$ cat config.mk
export PLATFORM = sky130hd
export DESIGN_NAME = gpe_status_unit
export DESIGN_NICKNAME = d
export VERILOG_FILES = /design/src/rtl/gpe_pkg.sv /design/src/rtl/gpe_sync_detect.sv /design/src/rtl/gpe_pwr_detect.sv /design/src/rtl/gpe_regs.sv /design/src/rtl/gpe_status_unit.sv
export SDC_FILE = /design/constraint.sdc
export NUM_CORES = 1
export LEC_CHECK = 0
export BUFFER_PORTS_ARGS = -buffer_cell sky130_fd_sc_hd__buf_2
export CORE_MARGIN = 3
export CORE_UTILIZATION = 25
export CTS_BUF_LIST = sky130_fd_sc_hd__clkbuf_4 sky130_fd_sc_hd__clkbuf_8
export DETAILED_ROUTE_END_ITERATION = 6
export GPL_TIMING_DRIVEN = 0
export PLACE_DENSITY = 0.53
export SETUP_SLACK_MARGIN = 0.1
export SYNTH_ARGS = -nofsm -noshare
export SYNTH_HDL_FRONTEND = slang
export SYNTH_HIERARCHICAL = 1
export SYNTH_SLANG_ARGS = --single-unit
$ cat constraint.sdc
create_clock -name clk -period 3.7 [get_ports clk]
set_clock_uncertainty 0.2 [all_clocks]
set_input_delay 0.185 -clock clk [delete_from_list [all_inputs] [get_ports clk]]
set_output_delay 0.185 -clock clk [all_outputs]
set_load 0.05 [all_outputs]
$ cat src/rtl/gpe_pkg.sv
package gpe_pkg;
  localparam int BYTE_W    = 8;
  localparam int N_GPI     = 5;
  localparam int BIT_RSVD  = 5;
  localparam int BIT_VPP12 = 6;
  localparam int BIT_PWR   = 7;
  localparam logic [BYTE_W-1:0] WRITABLE_MASK = ~(8'h01 << BIT_RSVD);
  typedef logic [BYTE_W-1:0] gpe_byte_t;
endpackage

$ cat src/rtl/gpe_sync_detect.sv
module gpe_sync_detect #(
  parameter int N      = 5,
  parameter int STAGES = 2
) (
  input  logic         clk,
  input  logic         rst_n,
  input  logic [N-1:0] pin,
  input  logic [N-1:0] sel,
  output logic [N-1:0] ev
);
  localparam int ARM_W = STAGES + 1;

  logic [STAGES-1:0][N-1:0] stg_q, stg_d;
  logic [N-1:0]             prev_q, prev_d;
  logic [ARM_W-1:0]         arm_q, arm_d;
  logic [N-1:0]             settled;

  always_comb begin
    stg_d[0] = pin;
    for (int s = 1; s < STAGES; s++) stg_d[s] = stg_q[s-1];
  end

  assign settled = stg_q[STAGES-1];
  assign prev_d  = settled;
  assign arm_d   = {arm_q[ARM_W-2:0], 1'b1};
  assign ev      = (settled ^ prev_q) & sel & {N{arm_q[ARM_W-1]}};

  genvar g;
  generate
    for (g = 0; g < STAGES; g++) begin : g_stage
      always_ff @(posedge clk or negedge rst_n) begin
        if (!rst_n) stg_q[g] <= '0;
        else        stg_q[g] <= stg_d[g];
      end
    end
  endgenerate

  always_ff @(posedge clk or negedge rst_n) begin
    if (!rst_n) begin
      prev_q <= '0;
      arm_q  <= '0;
    end else begin
      prev_q <= prev_d;
      arm_q  <= arm_d;
    end
  end
endmodule

$ cat src/rtl/gpe_pwr_detect.sv
module gpe_pwr_detect #(
  parameter int              VCC_W   = 2,
  parameter int              VPP_W   = 2,
  parameter logic [VPP_W-1:0] VPP_HI = 2'b10
) (
  input  logic             clk,
  input  logic             rst_n,
  input  logic [VCC_W-1:0] vcc_req,
  input  logic [VPP_W-1:0] vpp_req,
  output logic             ev_pwr,
  output logic             ev_hi
);
  logic [VCC_W-1:0] vcc_prev_q;
  logic [VPP_W-1:0] vpp_prev_q;
  logic             armed_q;
  logic             hi_now, hi_prev;

  assign hi_now  = (vpp_req == VPP_HI);
  assign hi_prev = (vpp_prev_q == VPP_HI);
  assign ev_pwr  = armed_q && ({vcc_req, vpp_req} != {vcc_prev_q, vpp_prev_q});
  assign ev_hi   = armed_q && (hi_now != hi_prev);

  always_ff @(posedge clk or negedge rst_n) begin
    if (!rst_n) begin
      vcc_prev_q <= '0;
      vpp_prev_q <= '0;
      armed_q    <= 1'b0;
    end else begin
      vcc_prev_q <= vcc_req;
      vpp_prev_q <= vpp_req;
      armed_q    <= 1'b1;
    end
  end
endmodule

$ cat src/rtl/gpe_regs.sv
module gpe_regs
  import gpe_pkg::*;
#(
  parameter int                ADDR_W   = 8,
  parameter logic [ADDR_W-1:0] STS_ADDR = 8'h88,
  parameter logic [ADDR_W-1:0] EN_ADDR  = 8'h89
) (
  input  logic              clk,
  input  logic              rst_n,
  input  logic              reg_wr,
  input  logic [ADDR_W-1:0] reg_addr,
  input  gpe_byte_t         reg_wdata,
  input  gpe_byte_t         ev_vec,
  output gpe_byte_t         sts_q,
  output gpe_byte_t         en_q,
  output gpe_byte_t         reg_rdata,
  output logic              wr_sts,
  output logic              wr_en
);
  gpe_byte_t sts_d, en_d, clr;
  logic      sts_ce, en_ce;

  assign wr_sts = reg_wr && (reg_addr == STS_ADDR);
  assign wr_en  = reg_wr && (reg_addr == EN_ADDR);
  assign clr    = wr_sts ? reg_wdata : '0;

  always_comb begin
    sts_d  = ((sts_q & ~clr) | ev_vec) & WRITABLE_MASK;
    sts_ce = wr_sts || (ev_vec != '0);
    en_d   = reg_wdata & WRITABLE_MASK;
    en_ce  = wr_en;
  end

  always_comb begin
    if (reg_addr == STS_ADDR)     reg_rdata = sts_q;
    else if (reg_addr == EN_ADDR) reg_rdata = en_q;
    else                          reg_rdata = '0;
  end

  always_ff @(posedge clk or negedge rst_n) begin
    if (!rst_n)      sts_q <= '0;
    else if (sts_ce) sts_q <= sts_d;
  end

  always_ff @(posedge clk or negedge rst_n) begin
    if (!rst_n)     en_q <= '0;
    else if (en_ce) en_q <= en_d;
  end
endmodule

$ cat src/rtl/gpe_status_unit.sv
module gpe_status_unit
  import gpe_pkg::*;
#(
  parameter int                 SYNC_STAGES = 2,
  parameter int                 VCC_W       = 2,
  parameter int                 VPP_W       = 2,
  parameter logic [VPP_W-1:0]   VPP_HI      = 2'b10,
  parameter int                 ADDR_W      = 8,
  parameter logic [ADDR_W-1:0]  STS_ADDR    = 8'h88,
  parameter logic [ADDR_W-1:0]  EN_ADDR     = 8'h89
) (
  input  logic              clk,
  input  logic              glb_rst_n,
  input  logic [N_GPI-1:0]  gpi_pin,
  input  logic [N_GPI-1:0]  gpi_mode,
  input  logic [VCC_W-1:0]  vcc_req,
  input  logic [VPP_W-1:0]  vpp_req,
  input  logic [ADDR_W-1:0] reg_addr,
  input  logic              reg_wr,
  input  logic [BYTE_W-1:0] reg_wdata,
  output logic [BYTE_W-1:0] reg_rdata,
  output logic              gpe_out
);
  logic [1:0]       rst_pipe_q;
  logic             rst_n;
  logic [N_GPI-1:0] ev_gpi;
  logic             ev_pwr, ev_hi;
  gpe_byte_t        ev_vec, sts_q, en_q;
  logic             wr_sts, wr_en;

  always_ff @(posedge clk or negedge glb_rst_n) begin
    if (!glb_rst_n) rst_pipe_q <= 2'b00;
    else            rst_pipe_q <= {rst_pipe_q[0], 1'b1};
  end
  assign rst_n = rst_pipe_q[1];

  gpe_sync_detect #(.N(N_GPI), .STAGES(SYNC_STAGES)) u_gpi (
    .clk(clk), .rst_n(rst_n), .pin(gpi_pin), .sel(gpi_mode), .ev(ev_gpi)
  );

  gpe_pwr_detect #(.VCC_W(VCC_W), .VPP_W(VPP_W), .VPP_HI(VPP_HI)) u_pwr (
    .clk(clk), .rst_n(rst_n), .vcc_req(vcc_req), .vpp_req(vpp_req),
    .ev_pwr(ev_pwr), .ev_hi(ev_hi)
  );

  always_comb begin
    ev_vec                = '0;
    ev_vec[N_GPI-1:0]     = ev_gpi;
    ev_vec[BIT_VPP12]     = ev_hi;
    ev_vec[BIT_PWR]       = ev_pwr;
  end

  gpe_regs #(.ADDR_W(ADDR_W), .STS_ADDR(STS_ADDR), .EN_ADDR(EN_ADDR)) u_regs (
    .clk(clk), .rst_n(rst_n), .reg_wr(reg_wr), .reg_addr(reg_addr),
    .reg_wdata(reg_wdata), .ev_vec(ev_vec), .sts_q(sts_q), .en_q(en_q),
    .reg_rdata(reg_rdata), .wr_sts(wr_sts), .wr_en(wr_en)
  );

  assign gpe_out = |(sts_q & en_q);
endmodule


After elaboration in Yosys (flattened, before gate mapping). Index checks and enable logic that the tools add are counted.

Flip-flop bits (word level): 39. Latch bits: 0. Bits in writable memories: 0. Bits in read-only memories: 0. Input bits: 33. Output and inout port bits: 9. Word-level logic and storage cells: 33. Memories kept: 0.

Add/sub/neg operators: 0. $mul: 0. Div/mod/pow operators: 0. $lt $le $gt $ge: 0. Eq/ne operators: 6. Shift-type cells: 0. Mux-type cells: 3. Bitwise logic cells: 7. Reduce and logical (&&, ||, !) cells: 7.

Operator list (number): $mux 8 (3); $and 8x8->8 (2); $eq 8x8->1 const B (2); $and 5x5->5 (2); $not 8->8 (1); $or 8x8->8 (1); $reduce_bool 8->1 (1); $reduce_or 8->1 (1); $xor 5x5->5 (1); $eq 2x2->1 const B (2); $logic_and 1x1->1 (4); $ne 4x4->1 (1); $logic_or 1x1->1 (1); $ne 1x1->1 (1).

Logic depth before layout (Yosys ltp). Gate-level depths: netlist of run 1.

Depth in word-level cells: 6. Gate-level depth with buffers: 5. Gate-level depth less buffers: 5.

By module. The synthesis of run 1 kept the hierarchy.

By module, submodules not included: gpe_regs (instances 1, cells each 69, area an instance 721.9 sq um, sequential area each 350.3 sq um); gpe_sync_detect (instances 1, cells each 29, area an instance 529.3 sq um, sequential area each 450.4 sq um); gpe_pwr_detect (instances 1, cells each 15, area an instance 202.7 sq um, sequential area each 125.1 sq um); gpe_status_unit (instances 1, cells each 9, area an instance 93.8 sq um, sequential area each 50.0 sq um).

Worst setup path before layout of run 1. OpenSTA, ideal clock, no wires.

Path kind: input port to output port. Start: input reg_addr[5]. End: output reg_rdata[0]. Arrival: 1.689 ns. Required time: 3.315 ns. Path slack: 1.626 ns. Cell stages on the path: 4. Path through: or3_4 > or2_2 > clkbuf_1 > nor2_1.

Cells in the longest elaborated chain, start to end: 3.

RTL lines: start, declared (line gpe_status_unit.sv:18) `input logic [ADDR_W-1:0] reg_addr,`; $eq 8x8->1 (line gpe_regs.sv:36) `else if (reg_addr == EN_ADDR) reg_rdata = en_q;`; $mux 8 (line gpe_regs.sv:36); $mux 8 * (line gpe_regs.sv:35) `if (reg_addr == STS_ADDR) reg_rdata = sts_q;`; end, declared (line gpe_status_unit.sv:21) `output logic [BYTE_W-1:0] reg_rdata,`.

Mark *: on every way between the ends. The rest lies on a longest branch, timed or not.

Worst setup path after layout of run 1.
Start: input reg_addr[5]. End: output reg_rdata[3].

The elaborated chain is that of the path after synthesis.

==> parameters.txt, run 1 <==
Parameter                              Value

Outcome
  Status    finished, final reports clean

Place
  GPL Wtd Cong    0.697
  Buffers added on ports    38
  Post-placement cell count    233
  HPWL after DPL    2.20 mm
  Area of placed instances    1830 µm²

Run
  Max-Cap Viols    0

Min path
  Hold Path Class    in2reg

STA
  Maximum frequency from static timing analysis    488 MHz
  Min Hold Slack    0.119 ns
  Final setup violation count    0
  Final Cycle Share    55.4%
  Worst Max-Slew Pin Slew    0.802 ns
  Worst rel slew slack    46.1%
  Post-layout min period    2.05 ns
  RSZ-0062 raised after global routing    false
  Setup tns final    0 ns
  Hold Violations, Final    0
  Max-slew violations    0

Floorplanning
  Core Region    5740 µm²
  Starting density of the core    26.9%
  Top-level port count    42
  Die X    84.6 µm
  Die area    7150 µm²
  Count of standard-cell rows    27
  Chip height    84.6 µm

Worst setup path
  CP Data Required Time    3.31 ns
  Arrival time at the worst endpoint    1.66 ns
  Biggest fanout along the worst timing path    7
  Endpoint type of the worst setup path    primary output
  Startpoint type of the worst setup path    primary input
  Critical path start-end classification    in2out

GRT
  Number of antenna violations at the first check in global routing    0
  Vias in the first global route    1034
  First-pass GRT wire length    4.98 mm
  Total overflow reported by the global router    0
  Maximum number of pins on one net before global-route repair    38
  Global-route usage over all layers    8.81%

Clock network
  Clock latency of the later-clocked register in the worst-skew pair    0.28 ns
  Clock tree from TritonCTS    yes
  Number of resized instances in the post-cts repair step    0
  Library cell used as clock root buffer    clkbuf_8
  Clock input transition at the sequential cells of the worst setup and hold paths    0.07 ns
  # H-tree levels    2
  Number of buffers between clock root and the deepest sink    2
  Total clock sinks    39
  TritonCTS Buffers    5

Drt
  Post-DRT Antenna Nets    0
  WL/cell    11.7 µm
  Ratio of routed vias to standard cells    4.00
  1st-pass router iterations    4
  Iteration-0 DRC count of the detailed router    42
  DRC violation count after routing    0
  Routed via count    1036
  Wire length reported by the detailed router    3.04 mm

Final layout
  Layout cells sized above 1    33.2%
  Area of all sequential standard cells    977 µm²
  Area overhead of the layout relative to synthesis    36.1%
  Post-route non-filler standard cell count    259
  # diodes    0
  Area of all placed cells without fillers    2100 µm²
  Multi-input gate area in the final layout    514 µm²
  Post-layout net count    219
  Layout filler cell count    586

Synth
  Count of warnings emitted by yosys    6
  Post-Syn Area per Cell    12.8 µm²
  Instance count of the mapped netlist    121
  Total standard cell area after synthesis    1540 µm²

Pwr
  Peak supply drop    0.259 mV
  Power Dens Cells    393 nW/µm²
  Lkg Pwr    0.00101 µW
==> worst paths after layout <==
| check | startpoint | to | slack (ns) | cells after the start |
|---|---|---|---|---|
| setup / recovery | reg_addr[5] | reg_rdata[3] | 1.65 | 6 |
| hold / removal | gpi_mode[4] | u_regs/sts_q[4] | 0.12 | 4 |
| setup reg to reg | u_pwr/vcc_prev_q[1] | u_regs/sts_q[7] | 2.22 | 4 |
| hold reg to reg | u_gpi/stg_d[7] | u_gpi/prev_d[2] | 0.15 | 0 |
| max in group asynchronous | rst_pipe_q[1] | u_regs/sts_q[1] | 2.62 | 0 |
| min in group asynchronous | rst_pipe_q[1] | u_pwr/vcc_prev_q[0] | 0.17 | 0 |
==> sequential cells by signal (all words and copies together), names as in the netlist <==
signal,cells
u_gpi/prev_q,5
rst_pipe_q,2
u_gpi/prev_d,5
u_pwr/armed_q,1
u_gpi/stg_d,5
u_regs/sts_q,7
u_regs/en_q,7
u_pwr/vcc_prev_q,2
u_gpi/arm_q,3
u_pwr/vpp_prev_q,2
==> layout by cell type, fill, tap and decap left out, drive strengths merged, types with 4 or more instances in the layout <==
cell type / instances
xor2: 9
buf: 42
mux2i: 7
inv: 8
dlygate4sd3: 18
and3: 5
a22oi: 4
a31oi: 7
nor2: 14
dfrtp: 39
conb: 6
clkbuf: 7
mux2: 7
==> per-layer routing <==
layer	track usage (%)	wire length (µm)	vias to the layer above
met1	11.4	1450	475
met3	3.14	199	2
met2	13.5	1380	32
met4	3.45	14	0
li1	-	-	527
met5	0	0	-
==> worst max-delay path, cell delays in order <==
cell	delay (ns)
buf_2	0.10
or3_4	0.41
or2_2	0.28
clkbuf_1	0.20
nor2_1	0.20
buf_2	0.29
==> layout make-up <==
type / instances / area share [%]
inverter: 8 / 1.43
timing repair buffer: 56 / 17.6
sequential: 39 / 46.5
clock buffer: 6 / 3.63
multi-input combinational: 71 / 24.5
clock inverter: 2 / 0.595
buffer: 5 / 1.49
tap: 72 / 4.29
==> timing repair <==
item,4_1_cts,5_1_grt
setup buffers,0,0
hold buffers,18,0
hold endpoints to repair,25,0
setup endpoints to repair,0,0
==> through the flow <==
step	util (%)	total power [µW]	setup WS, ns
after global routing	36.6	868	1.60
after floorplan	-	511	1.63
after detailed placement	31.9	542	1.67
after CTS	36.6	843	1.66
final	36.6	825	1.65
after global placement	31.9	540	1.68
==> report_power, final <==
group | internal, µW | switching (µW) | leakage [µW]
combinational | 46.6 | 39.0 | 0.000513
sequential | 444 | 16.7 | 0.000448
clock | 139 | 140 | 0.0000446
Note: power is estimated with default switching activity, not from simulation.
==> run 2, diff against run 1 <==
--- a/config.mk
+++ b/config.mk
@@ -11,7 +11,7 @@
 export CTS_BUF_LIST = sky130_fd_sc_hd__clkbuf_4 sky130_fd_sc_hd__clkbuf_8
 export DETAILED_ROUTE_END_ITERATION = 6
 export GPL_TIMING_DRIVEN = 0
-export PLACE_DENSITY = 0.53
+export PLACE_DENSITY = 0.55
 export SETUP_SLACK_MARGIN = 0.1
 export SYNTH_ARGS = -nofsm -noshare
 export SYNTH_HDL_FRONTEND = slang
==> constraint.sdc (replaced) <==
create_clock -name clk -period 1.65 [get_ports clk]
set_clock_uncertainty 0.2 [all_clocks]
set_input_delay 0.0825 -clock clk [delete_from_list [all_inputs] [get_ports clk]]
set_output_delay 0.0825 -clock clk [all_outputs]
set_load 0.05 [all_outputs]
==> run 2 against run 1 <==
Effect of this change:
- global-route usage is 0.51 points higher
- setup slack worse by 1.5 ns
- largest power group unchanged
- critical endpoint is now reg_rdata[0]
- register-to-register slack worse by 2.1 ns
- via count is 1.9% higher
- combinational power is 140% higher
- critical path depth stayed put
- non-clock buffer count is 1 higher
- sequential cell count stayed put
==> parameters.txt, run 2 (synthesis results as in run 1) <==
Parameter                              Value

Min path
  WHS Endpoint    u_regs/sts_q[4]
  Hold Path Class    in2reg
  Hold path depth    4 (unchanged)
  Worst hold path startpoint    gpi_mode[4]

Worst setup path
  Startpoint type of the worst setup path    primary input
  Slack of the worst reg-to-reg path    0.16 ns (-2.06 ns)
  FF-to-FF path depth    4 (unchanged)
  Biggest fanout along the worst timing path    7 (unchanged)
  Arrival time at the worst endpoint    1.26 ns (-0.40 ns)
  CP Data Required Time    1.37 ns (-1.94 ns)
  Critical path start-end classification    in2out
  Crit-path max cell delay    0.39 ns (-0.02 ns)
  CP max-delay cell    or3_4
  RR Startpoint    u_pwr/vcc_prev_q[1]
  Endpoint type of the worst setup path    primary output
  Cells along the critical path    buf_2 > or3_4 > or2_4 > clkbuf_16 > nor2_4 > buf_6
  FF-to-FF End    u_regs/sts_q[7]

Place
  Buffers added on ports    38 (unchanged)
  HPWL after DPL    2.20 mm (-0.13%)
  GPL Wtd Cong    0.681 (-2.4%)
  Setup slack after placement    -0.185 ns (-1.85 ns)

Pwr
  Power Dens Cells    833 nW/µm² (+110%)
  Peak supply drop    0.529 mV (+100%)
  Lkg Pwr    0.00103 µW (+2.6%)

STA
  RSZ-0062 raised after global routing    true
  Final Cycle Share    93.4%
  Final setup violation count    0 (unchanged)
  Worst Max-Slew Pin Slew    0.877 ns (+0.0751 ns)
  Worst rel slew slack    41.0% (-5.0 points)
  Maximum frequency from static timing analysis    649 MHz
  Worst-case setup margin in the final layout    0.108 ns (-1.54 ns)
  Hold Violations, Final    0 (unchanged)
  Post-layout min period    1.54 ns
  Setup tns final    0 ns (unchanged)
  Max-slew violations    0 (unchanged)

Final layout
  Layout filler cell count    585 (-0.17%)
  Highest-count cells in the layout ignoring fill and taps    dfrtp_1, buf_2, dlygate4sd3_1, xor2_1, inv_1
  # diodes    0 (unchanged)
  Largest registers    u_regs/en_q (7), u_regs/sts_q (7)
  Post-layout net count    220 (+0.46%)
  Area overhead of the layout relative to synthesis    45.5%
  Most common cell after layout, fill and taps aside    dfrtp_1
  Layout cells sized above 1    38.8% (+5.7 points)

Clock network
  Clock input transition at the sequential cells of the worst setup and hold paths    0.08 ns (about the same)
  Total clock sinks    39 (unchanged)
  Clock latency of the later-clocked register in the worst-skew pair    0.29 ns (about the same)
  Clock tree from TritonCTS    yes
  Number of buffers between clock root and the deepest sink    2 (unchanged)
  # H-tree levels    2 (unchanged)
  TritonCTS Buffers    5 (unchanged)
  Library cell used as clock root buffer    clkbuf_8

GRT
  Total overflow reported by the global router    0 (unchanged)
  Number of antenna violations at the first check in global routing    0 (unchanged)
  Vias in the first global route    1126 (+8.9%)
  Maximum number of pins on one net before global-route repair    38 (unchanged)
  First-pass GRT wire length    5.24 mm (+5.1%)
  Global-route usage over all layers    9.33% (+0.51 points)

Drt
  Ratio of routed vias to standard cells    4.06 (+1.5%)
  Iteration-0 DRC count of the detailed router    38 (-9.5%)
  Wire length reported by the detailed router    3.10 mm (+2.0%)
  Post-DRT Antenna Nets    0 (unchanged)
  DRC violation count after routing    0 (unchanged)
  1st-pass router iterations    4 (unchanged)
  Routed via count    1056 (+1.9%)
  WL/cell    11.9 µm (+1.6%)

Floorplanning
  Count of standard-cell rows    27 (unchanged)
  Chip height    84.6 µm (unchanged)
  Die X    84.6 µm (unchanged)
  Top-level port count    42 (unchanged)
  Starting density of the core    26.9% (unchanged)
  Core Region    5740 µm² (unchanged)
  Die area    7150 µm² (unchanged)

Outcome
  Status    finished, final reports clean

Run
  Max-Cap Viols    0 (unchanged)
==> run 2: how the worst max path moves through the flow <==
| stage | start | endpoint | slack [ns] | cells after the start |
|---|---|---|---|---|
| after global routing | reg_addr[6] | u_regs/sts_q[0] | 0.04 | 4 |
| after CTS | reg_addr[2] | reg_rdata[0] | 0.09 | 6 |
| after detailed placement | reg_addr[6] | u_regs/sts_q[7] | -0.19 | 4 |
| after global placement | rst_pipe_q[1] | u_regs/en_q[1] | -0.16 | 0 |
| final | reg_addr[2] | reg_rdata[0] | 0.11 | 6 |
| after floorplan | reg_addr[5] | reg_rdata[0] | 0.11 | 4 |
==> run 2: cell type report <==
| type | count | area [µm²] | area share (%) |
|---|---|---|---|
| inverters | 8 | 30.0 | 1.34 |
| well taps | 72 | 90.1 | 4.01 |
| repair buffers | 57 | 428 | 19.1 |
| plain buffers | 5 | 52.6 | 2.34 |
| clock buffers | 5 | 68.8 | 3.06 |
| flip-flops and latches | 39 | 977 | 43.5 |
| clock inverters | 3 | 20.0 | 0.891 |
| multi-input cells | 71 | 579 | 25.8 |
==> run 2: power by group <==
part,internal [µW],switching [µW],leakage [µW]
Clock,294,336,0.0000402
Combinational,112,96.1,0.000544
Sequential,996,37.5,0.000448
==> run 2: through the flow <==
stage	util [%]	total power (µW)	cell area [µm²]	hold WS [ns]	cells
2_1_floorplan	-	1150	1610	-0.413	123
3_3_place_gp	32.9	1220	1890	-0.332	233
3_5_place_dp	32.9	1220	1890	-0.329	233
4_1_cts	38.9	1900	2230	0.00873	260
5_1_grt	39.1	1970	2250	0.0350	260
6_report	39.1	1870	2250	0.0186	260
==> run 2: repair_timing <==
action / 4_1_cts / 5_1_grt
gates resized for setup: 18 / 3
setup endpoints to repair: 8 / 15
hold buffers: 18 / 0
endpoints found under the hold margin: 25 / 0
buffers inserted: 1 / 0
pin swaps: 1 / 1
==> run 2: layer usage <==
layer  track usage (%)  routed length (µm)  vias to the layer above  part of all wire, %
met4              4.32                  46                        0                  1.5
met3              3.04                 194                        5                  6.3
li1                  -                   -                      526                    -
met1              12.1                1440                      493                   47
met2              14.1                1420                       32                   46
met5                 0                   0                        -                    0
==> run 2: critical path: cells and delay by family <==
kind	cells	cell delay, ns
and+or+nand+nor	3	0.73
buffers and inverters	3	0.44
==> run 3, diff against run 2 <==
--- a/config.mk
+++ b/config.mk
@@ -7,11 +7,12 @@
 export LEC_CHECK = 0
 export BUFFER_PORTS_ARGS = -buffer_cell sky130_fd_sc_hd__buf_2
 export CORE_MARGIN = 3
-export CORE_UTILIZATION = 25
+export CORE_UTILIZATION = 48
 export CTS_BUF_LIST = sky130_fd_sc_hd__clkbuf_4 sky130_fd_sc_hd__clkbuf_8
 export DETAILED_ROUTE_END_ITERATION = 6
 export GPL_TIMING_DRIVEN = 0
-export PLACE_DENSITY = 0.55
+export HOLD_SLACK_MARGIN = 0.1
+export PLACE_DENSITY = 0.86
 export SETUP_SLACK_MARGIN = 0.1
 export SYNTH_ARGS = -nofsm -noshare
 export SYNTH_HDL_FRONTEND = slang
==> run 3 against run 2 <==
Effect of this change:
- global-route usage is 8.8 points higher
- sequential share of layout area is 1.5 points lower
- critical path type is now reg2out
- critical endpoint is now gpe_out
- highest routed layer unchanged
- via count is 11% higher
- setup slack worse by 0.088 ns
==> parameters.txt, run 3 (synthesis results as in run 1) <==
Parameter                              Value

Outcome
  Status    finished, final reports clean

Clock network
  Number of buffers between clock root and the deepest sink    2 (unchanged)
  # H-tree levels    2 (unchanged)
  Total clock sinks    39 (unchanged)
  TritonCTS Buffers    5 (unchanged)
  Clock input transition at the sequential cells of the worst setup and hold paths    0.11 ns (+0.03 ns)
  Clock latency of the later-clocked register in the worst-skew pair    0.33 ns (+0.04 ns)
  # hold bufs at CTS    24 (+6)
  Library cell used as clock root buffer    clkbuf_4
  Clock tree from TritonCTS    yes

Floorplanning
  Die X    62.7 µm (-26%)
  Core Region    2900 µm² (-49%)
  Die area    3930 µm² (-45%)
  Top-level port count    42 (unchanged)
  Starting density of the core    53.2% (+26 points)
  Count of standard-cell rows    19 (-30%)
  Chip height    62.7 µm (-26%)

GRT
  Number of antenna violations at the first check in global routing    0 (unchanged)
  GR met2 Demand/Resource    32.5% (+18 points)
  First-pass GRT wire length    5.32 mm (+1.6%)
  Total overflow reported by the global router    0 (unchanged)
  Vias in the first global route    1202 (+6.7%)
  Gr busiest metal    met2
  Met1 track utilization from global routing    18.0% (+5.9 points)
  Global-route usage over all layers    18.1% (+8.8 points)
  GR Layer Usage met3    6.29% (+3.3 points)
  Maximum number of pins on one net before global-route repair    38 (unchanged)

Place
  GPL Wtd Cong    0.736 (+8.1%)
  HPWL after DPL    2.19 mm (-0.59%)
  Setup slack after placement    -0.0889 ns (+0.0962 ns)
  Buffers added on ports    38 (unchanged)

Final layout
  Post-layout net count    227 (+3.2%)
  Layout cells sized above 1    41.0% (+2.2 points)
  Layout filler cell count    174 (-70%)
  Most common cell after layout, fill and taps aside    dfrtp_1
  Highest-count cells in the layout ignoring fill and taps    dfrtp_1, buf_2, dlygate4sd3_1, xor2_1, inv_1
  Largest registers    u_regs/en_q (7), u_regs/sts_q (7)
  Area overhead of the layout relative to synthesis    50.6%
  # diodes    0 (unchanged)

Drt
  Iteration-0 DRC count of the detailed router    30 (-21%)
  WL/cell    15.2 µm (+27%)
  Routed via count    1176 (+11%)
  DRC violation count after routing    0 (unchanged)
  Ratio of routed vias to standard cells    4.96 (+22%)
  Wire length reported by the detailed router    3.60 mm (+16%)
  Post-DRT Antenna Nets    0 (unchanged)
  1st-pass router iterations    4 (unchanged)

STA
  Min Hold Slack    0.0390 ns (+0.0205 ns)
  Final Cycle Share    98.7% (+5.3 points)
  Setup tns final    0 ns (unchanged)
  Worst Max-Slew Pin Slew    0.730 ns (-0.148 ns)
  Final setup violation count    0 (unchanged)
  Maximum frequency from static timing analysis    614 MHz (-5.4%)
  RSZ-0062 raised after global routing    true
  Post-layout min period    1.63 ns (+0.0878 ns)
  Hold Violations, Final    0 (unchanged)
  Max-slew violations    0 (unchanged)
  Worst rel slew slack    51.3% (+10 points)
  Worst-case setup margin in the final layout    0.0206 ns (-0.0878 ns)

Min path
  Hold Path Class    in2reg

Pwr
  Sequential cell fraction of total power    54.0% (-1.2 points)
  Share of power burned in combinational logic    12.7% (+1.6 points)
  Clock network power share    33.3% (-0.3 points)
  Cell-internal power    1490 µW (+6.1%)
  Net Sw Power    432 µW (-8.0%)
  Lkg Pwr    0.00108 µW (+4.8%)
  Switching part of the total    22.5% (-2.6 points)
  Overall power of the completed layout    1920 µW (+2.6%)
  Power Dens Cells    825 nW/µm² (-0.97%)
  Peak supply drop    0.627 mV (+18%)

Worst setup path
  Arrival time at the worst endpoint    1.35 ns (+0.09 ns)
  Buffer and inverter count on the worst path    1 (-2)
  Startpoint type of the worst setup path    flip-flop
  Endpoint type of the worst setup path    primary output
  Family with the most delay on the worst path    flip-flops
  Cells along the critical path    a22oi_1 > nand4_1 > buf_6
  CP Data Required Time    1.37 ns (about the same)
  Biggest fanout along the worst timing path    3 (-4)
  Critical path start-end classification    reg2out
  Crit-path max cell delay    0.44 ns (+0.05 ns)
  CP max-delay cell    dfrtp_1

Run
  Max-Cap Viols    0 (unchanged)
[run 3: metal layers]
metal / part of all wire [%] / up-vias
met4: 4.9 / 0
met5: 0 / -
met2: 53 / 50
met1: 37 / 566
li1: - / 544
met3: 4.9 / 16
[run 3: worst reg2reg max path: cells and delay by family, from the launching register on]
family	cells	cell delay, ns
AND/OR/NAND/NOR	1	0.12
AO/OA/AOI/OAI	2	0.50
XOR/XNOR	1	0.16
flip-flops	1	0.40
[run 3: what timing repair did]
item	4_1_cts	5_1_grt
buffers inserted	1	1
hold endpoints to repair	25	14
setup endpoints to repair	45	15
resized for setup	23	11
pin swaps	2	2
gates cloned	0	0
[run 3: path summary, 6_finish.rpt]
path / from / endpoint / slack, ns / cells after the start
worst max-delay path: u_regs/sts_q[3] / gpe_out / 0.02 / 3
worst min-delay path: reg_addr[2] / u_regs/sts_q[7] / 0.04 / 4
worst max register to register: u_pwr/vcc_prev_q[1] / u_regs/sts_q[7] / 0.16 / 4
worst min register to register: rst_pipe_q[1] / u_gpi/stg_d[8] / 0.14 / 0
max in group asynchronous: rst_pipe_q[1] / u_gpi/stg_d[5] / 0.64 / 0
min in group asynchronous: rst_pipe_q[1] / u_gpi/stg_d[8] / 0.14 / 0
[run 3: metrics by stage]
step	utilization [%]	instances	cell area (µm²)
after global placement	63.8	203	1850
after global routing	80.2	237	2330
after CTS	78.2	236	2270
final	80.2	237	2330
after detailed placement	63.8	203	1850
after floorplan	-	123	1610
[run 3: final cells by class]
| type | instances | area, µm² | share of cell area [%] |
|---|---|---|---|
| Sequential cell | 39 | 977 | 42.0 |
| Multi-Input combinational cell | 71 | 611 | 26.3 |
| Timing Repair Buffer | 64 | 517 | 22.2 |
| Buffer | 5 | 52.6 | 2.26 |
| Tap cell | 42 | 52.6 | 2.26 |
| Clock buffer | 6 | 51.3 | 2.21 |
| Clock inverter | 2 | 35.0 | 1.51 |
| Inverter | 8 | 30.0 | 1.29 |
[run 3: power by group through the flow]
| stage | sequential (µW) | combinational, µW | clock, µW |
|---|---|---|---|
| after floorplan | 1040 | 111 | 0 |
| after global placement | 1050 | 161 | 0 |
| after detailed placement | 1050 | 168 | 0 |
| after CTS | 1040 | 225 | 662 |
| after global routing | 1050 | 259 | 713 |
| final | 1040 | 243 | 639 |
